$ cat src/rtl/can_irq_pkg.sv
package can_irq_pkg;
  localparam int ID_W = 16;
  localparam logic [ID_W-1:0] STATUS_ID = 16'h8000;

  typedef struct packed {
    logic       rx_ok;
    logic       tx_ok;
    logic [2:0] lec;
  } stat_t;
endpackage

$ cat src/rtl/can_irq_pend_bank.sv
module can_irq_pend_bank #(
  parameter int NUM_OBJ = 32,
  parameter int OBJ_W   = 6
) (
  input  logic               clk_i,
  input  logic               rst_ni,
  input  logic [NUM_OBJ-1:0] set_i,
  input  logic               clr_vld_i,
  input  logic [OBJ_W-1:0]   clr_obj_i,
  output logic [NUM_OBJ-1:0] pend_o
);
  for (genvar g = 0; g < NUM_OBJ; g++) begin : g_obj
    logic hit;
    assign hit = clr_vld_i && (clr_obj_i == OBJ_W'(g + 1));

    // set wins over a same-cycle clear
    always_ff @(posedge clk_i or negedge rst_ni) begin
      if (!rst_ni)       pend_o[g] <= 1'b0;
      else if (set_i[g]) pend_o[g] <= 1'b1;
      else if (hit)      pend_o[g] <= 1'b0;
    end

    assert_clr_drops_R5: assert property (@(posedge clk_i) disable iff (!rst_ni)
      hit && !set_i[g] |=> !pend_o[g]);
    assert_set_wins_R10: assert property (@(posedge clk_i) disable iff (!rst_ni)
      set_i[g] |=> pend_o[g]);
  end
endmodule

$ cat src/rtl/can_irq_prio_enc.sv
module can_irq_prio_enc #(
  parameter int NUM_OBJ = 32,
  parameter int ID_W    = 16
) (
  input  logic [NUM_OBJ-1:0] pend_i,
  output logic [ID_W-1:0]    id_o
);
  // scan downward so the lowest set bit is the last write
  always_comb begin
    id_o = '0;
    for (int i = NUM_OBJ - 1; i >= 0; i--) begin
      if (pend_i[i]) id_o = ID_W'(i + 1);
    end
  end
endmodule

$ cat src/rtl/can_irq_stat.sv
module can_irq_stat import can_irq_pkg::*; (
  input  logic  clk_i,
  input  logic  rst_ni,
  input  logic  upd_i,
  input  logic  upd_err_i,
  input  stat_t upd_val_i,
  input  logic  rd_i,
  input  logic  wr_i,
  input  stat_t wr_val_i,
  input  logic  eie_i,
  input  logic  sie_i,
  output stat_t stat_o,
  output logic  pend_o
);
  logic gate;
  assign gate = upd_i && (upd_err_i ? eie_i : sie_i);

  always_ff @(posedge clk_i or negedge rst_ni) begin
    if (!rst_ni)   stat_o <= '0;
    else if (upd_i) stat_o <= upd_val_i;
    else if (wr_i)  stat_o <= wr_val_i;
  end

  // core update beats a same-cycle read; CPU writes never touch pend_o
  always_ff @(posedge clk_i or negedge rst_ni) begin
    if (!rst_ni)   pend_o <= 1'b0;
    else if (gate) pend_o <= 1'b1;
    else if (rd_i) pend_o <= 1'b0;
  end

  assert_rd_clears_R4: assert property (@(posedge clk_i) disable iff (!rst_ni)
    rd_i && !upd_i |=> !pend_o);
  assert_wr_keeps_R8: assert property (@(posedge clk_i) disable iff (!rst_ni)
    wr_i && !upd_i && !rd_i |=> $stable(pend_o));
  assert_upd_wins_R11: assert property (@(posedge clk_i) disable iff (!rst_ni)
    upd_i && rd_i && (upd_err_i ? eie_i : sie_i) |=> pend_o);
endmodule

$ cat src/rtl/can_int_arbiter.sv
module can_int_arbiter import can_irq_pkg::*; #(
  parameter  int NUM_OBJ = 32,
  localparam int OBJ_W   = $clog2(NUM_OBJ + 1)
) (
  input  logic               clk_i,
  input  logic               rst_ni,
  input  logic [NUM_OBJ-1:0] set_pend_i,
  input  logic               cmd_vld_i,
  input  logic [OBJ_W-1:0]   cmd_obj_i,
  input  logic               cmd_clr_i,
  input  logic               ctrl_wr_i,
  input  logic               ctrl_ie_i,
  input  logic               ctrl_eie_i,
  input  logic               ctrl_sie_i,
  input  logic               stat_upd_i,
  input  logic               stat_err_i,
  input  logic [4:0]         stat_upd_val_i,
  input  logic               stat_rd_i,
  input  logic               stat_wr_i,
  input  logic [4:0]         stat_wr_val_i,
  output logic [4:0]         stat_o,
  output logic [NUM_OBJ-1:0] pend_o,
  output logic [ID_W-1:0]    int_id_o,
  output logic               irq_o
);
  logic            ie_q, eie_q, sie_q;
  logic            stat_pend;
  logic [ID_W-1:0] obj_id;
  stat_t           stat_q;

  always_ff @(posedge clk_i or negedge rst_ni) begin
    if (!rst_ni) begin
      ie_q  <= 1'b0;
      eie_q <= 1'b0;
      sie_q <= 1'b0;
    end else if (ctrl_wr_i) begin
      ie_q  <= ctrl_ie_i;
      eie_q <= ctrl_eie_i;
      sie_q <= ctrl_sie_i;
    end
  end

  can_irq_pend_bank #(.NUM_OBJ(NUM_OBJ), .OBJ_W(OBJ_W)) i_bank (
    .clk_i     (clk_i),
    .rst_ni    (rst_ni),
    .set_i     (set_pend_i),
    .clr_vld_i (cmd_vld_i && cmd_clr_i),
    .clr_obj_i (cmd_obj_i),
    .pend_o    (pend_o)
  );

  can_irq_prio_enc #(.NUM_OBJ(NUM_OBJ), .ID_W(ID_W)) i_enc (
    .pend_i (pend_o),
    .id_o   (obj_id)
  );

  can_irq_stat i_stat (
    .clk_i     (clk_i),
    .rst_ni    (rst_ni),
    .upd_i     (stat_upd_i),
    .upd_err_i (stat_err_i),
    .upd_val_i (stat_t'(stat_upd_val_i)),
    .rd_i      (stat_rd_i),
    .wr_i      (stat_wr_i),
    .wr_val_i  (stat_t'(stat_wr_val_i)),
    .eie_i     (eie_q),
    .sie_i     (sie_q),
    .stat_o    (stat_q),
    .pend_o    (stat_pend)
  );

  assign stat_o   = stat_q;
  assign int_id_o = stat_pend ? STATUS_ID : obj_id;
  assign irq_o    = ie_q && (int_id_o != '0);

  assert_idle_zero_R1: assert property (@(posedge clk_i) disable iff (!rst_ni)
    !stat_pend && (pend_o == '0) |-> (int_id_o == '0) && !irq_o);
  assert_stat_top_R2: assert property (@(posedge clk_i) disable iff (!rst_ni)
    stat_upd_i && (stat_err_i ? eie_q : sie_q) |=> int_id_o == STATUS_ID);
  assert_line_off_R6: assert property (@(posedge clk_i) disable iff (!rst_ni)
    ctrl_wr_i && !ctrl_ie_i |=> !irq_o);
  assert_id_tracks_R7: assert property (@(posedge clk_i) disable iff (!rst_ni)
    (set_pend_i != '0) |=> int_id_o != '0);
endmodule

$ cat config.mk
export PLATFORM = sky130hd
export DESIGN_NAME = can_int_arbiter
export DESIGN_NICKNAME = d
export VERILOG_FILES = /design/src/rtl/can_irq_pkg.sv /design/src/rtl/can_irq_pend_bank.sv /design/src/rtl/can_irq_prio_enc.sv /design/src/rtl/can_irq_stat.sv /design/src/rtl/can_int_arbiter.sv
export SDC_FILE = /design/constraint.sdc
export NUM_CORES = 1
export LEC_CHECK = 0
export ABC_AREA = 1
export CAP_MARGIN = 15
export CELL_PAD_IN_SITES_DETAIL_PLACEMENT = 1
export CELL_PAD_IN_SITES_GLOBAL_PLACEMENT = 2
export CORE_MARGIN = 3
export CORE_UTILIZATION = 35
export CTS_BUF_LIST = sky130_fd_sc_hd__clkbuf_4 sky130_fd_sc_hd__clkbuf_8 sky130_fd_sc_hd__clkbuf_16
export CTS_CLUSTER_SIZE = 25
export DETAILED_ROUTE_END_ITERATION = 16
export DONT_BUFFER_PORTS = 1
export GPL_ROUTABILITY_DRIVEN = 0
export PLACE_DENSITY = 0.9
export SETUP_SLACK_MARGIN = 0.3
export SYNTH_ARGS = -nofsm -noshare
export SYNTH_HDL_FRONTEND = slang
export SYNTH_SLANG_ARGS = --single-unit
$ cat constraint.sdc
create_clock -name clk_i -period 5.9 [get_ports clk_i]
set_input_delay 0.885 -clock clk_i [delete_from_list [all_inputs] [get_ports clk_i]]
set_output_delay 0.885 -clock clk_i [all_outputs]
set_load 0.1 [all_outputs]
==> results, run 1 <==
- The run finished with clean final reports.
- The clock passes through at most 2 buffers.
- The number of storage elements in the synthesis netlist is just over 40.
- For this run, the number of Yosys warnings is 0.
- Summed over all layers, the routed wires come to about 7000 um.
- The initial antenna violation count is 0.
- The average via count per standard cell is about 5.0.
- The worst path required time is 5.02 ns.
- The final sum of negative setup slack is 0 ns.
- The core region is 0.00606 mm2.
- The longest individual stage delay on the worst path is about 0.98 ns.
- The normalized max-slew margin is between 20 and 30%.
- Total power for the finished layout comes to between 600 and 700 uW.
- The pin count of the biggest net entering global routing is 42.
- Data on the critical path arrives at its endpoint at 3.74 ns.
- The worst setup path is launched from a flip-flop.
- The worst register-to-register path begins at i_stat.pend_o$_DFFE_PN0P_.
- The analysis attributes to cell leakage a power of 1.24 nW.
- The floorplan has 28 rows.
- The worst-path cell with the longest stage delay is sky130_fd_sc_hd__dfrtp_1.
- The number of buffers added on ports is 0.
- After clock tree synthesis, the flow added hold-fix buffers numbering 0.
- The number of max-slew violations in the final report is 0.
- The boundary pin count is 114.
- The die covers 0.00743 mm2.
- The type of the worst setup path is reg -> out.
- The synthesized design devotes to its leading area cell type a little under half of total area.
- The overall overflow remaining after global route is 0.
- The layout overhead on the synthesized area is 12.0%.
- The worst supply voltage drop on vdd is between 100 and 150 uV.
- The timing startpoint of the critical path is i_bank.pend_o[26]$_DFFE_PN0P_.
- The vertical die dimension is around 86 um.
- At the end of the flow, the number of nets in the layout was 370.
- Gates resized during post-CTS repair numbered 0.
- The count of final setup violators is 0.
- The worst min-delay path class is in -> async.
- The tree is rooted in a sky130_fd_sc_hd__clkbuf_8.
- In this run, the number of DRC markers left after iteration 0 of detailed routing was between 50 and 60.
- The count of flip-flops with a built-in enable after synthesis is 0.
- The detailed placer's ending HPWL is between 5000 and 6000 um.
- The via count of the first global-routing pass is roughly 2.2k.
- The area after detailed placement is between 0.002 and 0.0025 mm2.
- The tool flagged a number of max-cap violations equal to 0.
- The most repeated library cell on the critical path is sky130_fd_sc_hd__nand2_1.
- After synthesis, the netlist uses 24 different library cells.
- The routed layout has around 1.9k vias.
- The first global-routing pass estimated around 11000 um of wire.
- The number of filler instances in the final layout is 759.
- The largest total area in the synthesized netlist belongs to sky130_fd_sc_hd__dfrtp_1.
- Clock latency on the worst-skew pair, taken at its later pin, is 0.30 ns.
- The TritonCTS sink count is 41.
- The remaining design rule violation count is 0.
- The largest driver fanout on the critical path is 3.
- The buffer and inverter count on the worst path is 2.
- The endpoint class of the critical path is an output pin.
- The wire length per cell is between 15 and 20 um.
- The number of antenna diodes in the final layout is 0.
- For this run, the leading register cell type out of synthesis is sky130_fd_sc_hd__dfrtp_1.
- The power density normalized to cell area is ~250 mW/mm2.
- The x dimension of the die is 86.2 um.
- The share of flip-flops with an asynchronous set or reset after synthesis is 100%.
- The most frequent standard cell in the layout excluding fill and tap cells is sky130_fd_sc_hd__nand2_1.
- At the pin with the least slew margin, the transition time is between 1 and 1.5 ns.
- The number of buffers inserted during clock tree synthesis is 5.
- Global routing used between 10% and 20% of the available tracks.
- The count of nets left with antenna violations once routing finished came out at 0.
- The cell count after placement is approximately 380.
- The initial standard-cell utilization of the core is a little under two fifths.
- Post-CTS timing repair inserted 0 buffers for setup.
- The first-pass iteration count of the detailed router is 4.
- The dominant delay contributor by cell family on the critical path is simple AND/OR/NAND/NOR gates.
- The reg2reg setup slack is around 4.3 ns.
- The post-route clock skew is ~0.00094 ns.
- The number of H-tree levels is 2.
- The clock period minus worst slack is between 4 and 5 ns.
- The library cells used most frequently in the layout, excluding fill and tap cells, are 79 x sky130_fd_sc_hd__nand2_1, 51 x sky130_fd_sc_hd__nor2_1, 41 x sky130_fd_sc_hd__inv_1, 41 x sky130_fd_sc_hd__dfrtp_1, 30 x sky130_fd_sc_hd__o21bai_1.
- Setup repair after global routing left no endpoint under its margin.
- The final non-filler cell total is 386.
- The worst path uses a little under 80% of the clock period.
- In this run the mean area of a mapped cell was 7.48 um2.
- Hold timing on the final database bottoms out at a slack of roughly 0.27 ns.
- The final standard cell area without fillers is ~0.0025 mm2.
- The achievable clock frequency is 216 MHz.
- The share of layout cells above drive strength 1 is approximately 8.4%.
- Of the synthesized area, sequential elements account for 45.6%.
- By area the synthesized netlist is led by sky130_fd_sc_hd__dfrtp_1 46%, sky130_fd_sc_hd__nand2_1 13%, sky130_fd_sc_hd__o21bai_1 10%, sky130_fd_sc_hd__nor2_1 8.7%, sky130_fd_sc_hd__inv_1 6.8%.
- The clock-pin transition on the worst setup and hold timing paths is 0.09 ns.
- The number of failing hold endpoints at the final stage is 0.
- TritonCTS built the clock tree.
- After technology mapping, the gate count stands at 301.
- The total standard cell area after synthesis is around 0.0023 mm2.
-- power by group --
part,total [mW],switching [mW],internal (mW)
Combinational,0.0692,0.0561,0.0130
Clock,0.245,0.107,0.138
Sequential,0.329,0.0426,0.287
-- cells by family (layout without fill, tap and decap cells) --
logic type | count (synthesis) | in the layout | share of synthesized area, %
buffers and inverters | 58 | 60 | 11.9
other | 1 | 9 | 0.167
AOI/OAI and AO/OA | 45 | 45 | 14.2
and+or+nand+nor | 155 | 155 | 27.7
DFF | 41 | 41 | 45.6
muxes | 1 | 1 | 0.500
-- layer usage --
layer | track usage (%) | vias up | wire, um
met5 | 0 | - | 0
met2 | 32.5 | 66 | 3470
met4 | 4.96 | 0 | 57
li1 | - | 941 | -
met3 | 7.60 | 6 | 664
met1 | 22.8 | 923 | 2780
-- cells in the mapped netlist, drive strengths merged, types with 2 or more instances --
| master | count |
|---|---|
| nand2 | 80 |
| nor2 | 52 |
| inv | 44 |
| dfrtp | 41 |
| o21bai | 30 |
| nand3 | 12 |
| buf | 10 |
| o21ai | 6 |
| nor4 | 5 |
| a21oi | 3 |
| clkbuf | 3 |
| nand4 | 3 |
| nor3 | 3 |
| o211ai | 2 |
-- sequential cells by signal (all words and copies together) (netlist names) --
| register | count |
|---|---|
| i_stat.pend_o | 1 |
| ie_q | 1 |
| sie_q | 1 |
| eie_q | 1 |
| i_bank.pend_o | 32 |
| i_stat.stat_o | 5 |
-- worst paths after layout --
path                                            endpoint  cells after the start
max                                          int_id_o[0]                     30
min                        i_bank.pend_o[11]$_DFFE_PN0P_                      0
max reg2reg                    i_stat.pend_o$_DFFE_PN0P_                      2
min reg2reg                            sie_q$_DFFE_PN0P_                      1
max in group asynchronous   i_bank.pend_o[0]$_DFFE_PN0P_                      0
min in group clk_i                     sie_q$_DFFE_PN0P_                      1
-- stage by stage --
stage          utilization, %  setup slack (ns)
3_5_place_dp             39.6              1.61
5_1_grt                  41.6             0.968
4_1_cts                  41.6              1.27
6_report                 41.6              1.27
2_1_floorplan               -             0.311
3_3_place_gp             39.6              1.67
-- area by class of cell --
| class | instances | area [um2] | share of cell area [%] |
|---|---|---|---|
| inverter | 45 | 183 | 7.24 |
| tap | 75 | 93.8 | 3.72 |
| timing repair buffer | 7 | 87.6 | 3.47 |
| sequential | 41 | 1030 | 40.7 |
| multi-input combinational | 210 | 1010 | 40.1 |
| clock buffer | 6 | 82.6 | 3.27 |
| clock inverter | 2 | 37.5 | 1.49 |
(Power assumes the default switching activity.)
==> inputs of run 2 (changes only) <==
Settings changed: CORE_UTILIZATION 35 to 32, PLACE_DENSITY 0.9 to 0.84.
Clock period 5.9 ns to 4.5 ns, I/O delays scaled along.
==> run 2 against run 1 <==
  * Critical endpoint is now irq_o
  * Non-clock buffer count increased by 26
  * Sequential cell count unchanged
  * Worst setup slack got worse by 0.71 ns
  * Global-route usage decreased by 1.3 points
  * Sequential power increased by 27%
==> results, run 2 (synthesis results as in run 1) <==
- Result of the run: completed (unchanged).
- The placeable core area was 0.00657 mm2 (was 0.00606 mm2).
- The most frequent standard cell in the layout excluding fill and tap cells was sky130_fd_sc_hd__nand2_1 (unchanged).
- The number of rows created at floorplan is 29 (was 28).
- The final sum of negative setup slack was 0 ns (unchanged).
- The final non-filler cell total came to 430 (was 386).
- The post-route clock skew is 0.00241 ns (was 0.000944 ns).
- The number of failing hold endpoints at the final stage is 0 (unchanged).
- The number of violations reported at the end of detailed-routing iteration 0 is 52 (was 58).
- The pin count of the biggest net entering global routing came to 42 (unchanged).
- The number of buffers inserted for hold repair after clock tree synthesis is 0 (unchanged).
- The number of buffers added on ports is 0 (unchanged).
- The average via count per standard cell is 4.80 (was 5.02).
- The reported max-cap violation count is 0 (unchanged).
- The vertical die dimension is 89.9 um (was 86.2 um).
- The CTS tree is built (unchanged).
- The cell count after placement is 422 (was 378).
- The number of H-tree levels is 2 (unchanged).
- The hold slack is 0.0674 ns (was 0.269 ns).
- The remaining design rule violation count is 0 (unchanged).
- The total chip power is 850 uW (was 643 uW).
- The kind of launch point of the worst setup path was a flip-flop (unchanged).
- The actual slew at the worst max-slew pin came to 1.07 ns (was 1.06 ns).
- The library cell used as clock root buffer is sky130_fd_sc_hd__clkbuf_8 (unchanged).
- Top flop regs: i_bank.pend_o: 32 flops, i_stat.stat_o: 5 flops (unchanged).
- In the finished design, the share of the clock period the worst path needs comes to 87.5%.
- After layout, the minimum clock period comes to roughly 3.9 ns.
- The fraction of the core area covered by cells at the end of the flow is 42.0% (was 41.6%).
- The clock tree buffer depth is 2 (unchanged).
- The initial standard-cell utilization of the core is 34.3% (was 37.2%).
- Highest-count cells in the layout ignoring fill and taps: 78 x sky130_fd_sc_hd__nand2_1, 51 x sky130_fd_sc_hd__nor2_1, 41 x sky130_fd_sc_hd__inv_1 (was 79 x sky130_fd_sc_hd__nand2_1, 51 x sky130_fd_sc_hd__nor2_1, 41 x sky130_fd_sc_hd__inv_1, 41 x sky130_fd_sc_hd__dfrtp_1, 30 x sky130_fd_sc_hd__o21bai_1).
- The total number of vias is 2063 (was 1936).
- The layout overhead on the synthesized area is 22.4% (was 12.0%).
- The static power due to leakage is 1.35 nW (was 1.24 nW).
- The largest driver fanout on the critical path is 4 (was 3).
- The largest register by flop count is i_bank.pend_o (unchanged).
- The clock latency of the later-clocked register in the worst-skew pair is 0.29 ns (was 0.30 ns).
- The aggregate global-route resource usage came to 17.9% (was 19.2%).
- The worst path required time is 3.83 ns (was 5.02 ns).
- Based on the critical path, the design can be clocked at up to between 200 and 300 MHz.
- The power density normalized to cell area is 308 mW/mm2 (was 255 mW/mm2).
- The area after detailed placement was 0.00262 mm2 (was 0.00240 mm2).
- The first-pass iteration count of the detailed router came to 4 (unchanged).
- The count of nets left with antenna violations after detail routing is 0 (unchanged).
- The critical path goes through nor4_1 -> nand2_1 -> nor3_1 -> nor3_4 -> nor2_1 -> nand2_1 -> nor4_1 -> a21oi_4 -> buf_12.
- The detailed placer's ending HPWL is 6040 um (was 5620 um).
- The endpoint class of the critical path is an output pin (unchanged).
- The final standard cell area without fillers came to 0.00276 mm2 (was 0.00252 mm2).
- The clock-pin transition on the worst setup and hold timing paths was 0.08 ns (was 0.09 ns).
- RSZ-0062 raised after global routing: false (unchanged).
- The normalized max-slew margin is 28.6% (was 29.7%).
- The boundary pin count came to 114 (unchanged).
- The type of the worst setup path was reg -> out (unchanged).
- The wire length of the first global-routing pass is 11600 um (was 10900 um).
- The via count of the first global-routing pass was 2305 (was 2162).
- The number of filler instances in the final layout is 832 (was 759).
- The share of layout cells above drive strength 1 is 17.2% (was 8.36%).
- The number of antenna repair diodes was 0 (unchanged).
- The wire length per cell is 16.7 um (was 18.1 um).
- The number of buffers inserted during clock tree synthesis is 5 (unchanged).
- The worst slack after detailed placement was 0.788 ns (was 1.61 ns).
- The initial antenna violation count is 0 (unchanged).
- The number of resized instances in the post-cts repair step is 0 (unchanged).
- The number of flip-flops in the largest register is 32 (unchanged).
- The worst min-delay path class is in -> async (unchanged).
- The die footprint came to 0.00808 mm2 (was 0.00743 mm2).
- The worst-path cell with the longest stage delay is sky130_fd_sc_hd__dfrtp_4 (was sky130_fd_sc_hd__dfrtp_1).
- The count of final setup violators is 0 (unchanged).
- The number of max-slew violations in the final report was 0 (unchanged).
- The overall overflow remaining after global route is 0 (unchanged).
- The TritonCTS sink count came to 41 (unchanged).
- The final wirelength is 7180 um (was 6970 um).
- The longest individual stage delay on the worst path is 0.63 ns (was 0.98 ns).
- The number of nets in the layout was 396 (was 370).
- The arrival time reported for the critical path endpoint came to 3.26 ns (was 3.74 ns).
- The post-CTS setup repair buffer count is 0 (unchanged).
- The worst path setup slack after routing is 0.562 ns (was 1.27 ns).
- The worst supply voltage drop on vdd is 170 uV (was 119 uV).
- The x dimension of the die is 89.9 um (was 86.2 um).
-- run 2: changes by cell type in the layout (fill, tap and decap cells not counted), sizes merged --
cell	before	now
clkbuf	8	6
buf	5	33
-- run 2: critical path, delay by kind of cell (launching register included) --
kind                   cells  cell delay (ns)
AND/OR/NAND/NOR            7             2.01
buffers and inverters      1             0.18
AO/OA/AOI/OAI              1             0.12
flip-flops                 1             0.63
-- run 2: path summary, 6_finish.rpt --
kind                                               start                             to  slack, ns  cells after the start
min reg2reg                            sie_q$_DFFE_PN0P_              sie_q$_DFFE_PN0P_       0.53                      1
min in group clk_i                        set_pend_i[31]  i_bank.pend_o[31]$_DFFE_PN0P_       0.47                      1
max in group asynchronous                         rst_ni   i_bank.pend_o[8]$_DFFE_PN0P_       4.34                      0
min                                               rst_ni  i_bank.pend_o[29]$_DFFE_PN0P_       0.07                      0
max reg2reg                 i_stat.stat_o[4]$_DFFE_PN0P_   i_stat.stat_o[4]$_DFFE_PN0P_       3.24                      2
max                        i_bank.pend_o[29]$_DFFE_PN0P_                          irq_o       0.56                      9
-- run 2: area by class of cell --
class | instances | area (um2) | area share (%)
clock buffer | 6 | 82.6 | 3.00
multi-input combinational | 210 | 1040 | 37.7
timing repair buffer | 33 | 260 | 9.44
tap | 93 | 116 | 4.22
clock inverter | 2 | 37.5 | 1.36
sequential | 41 | 1040 | 37.6
inverter | 45 | 183 | 6.63
-- run 2: layer usage --
metal,track usage [%],up-vias,routed length [um]
li1,-,997,-
met4,4.72,0,91
met3,5.51,8,470
met5,0,-,0
met2,32.1,62,3740
met1,20.8,996,2870
-- run 2: power by group --
group	total (mW)	switching, mW	internal [mW]
clock network	0.316	0.136	0.181
logic	0.117	0.0928	0.0244
registers	0.417	0.0403	0.376
total	0.850	0.269	0.581
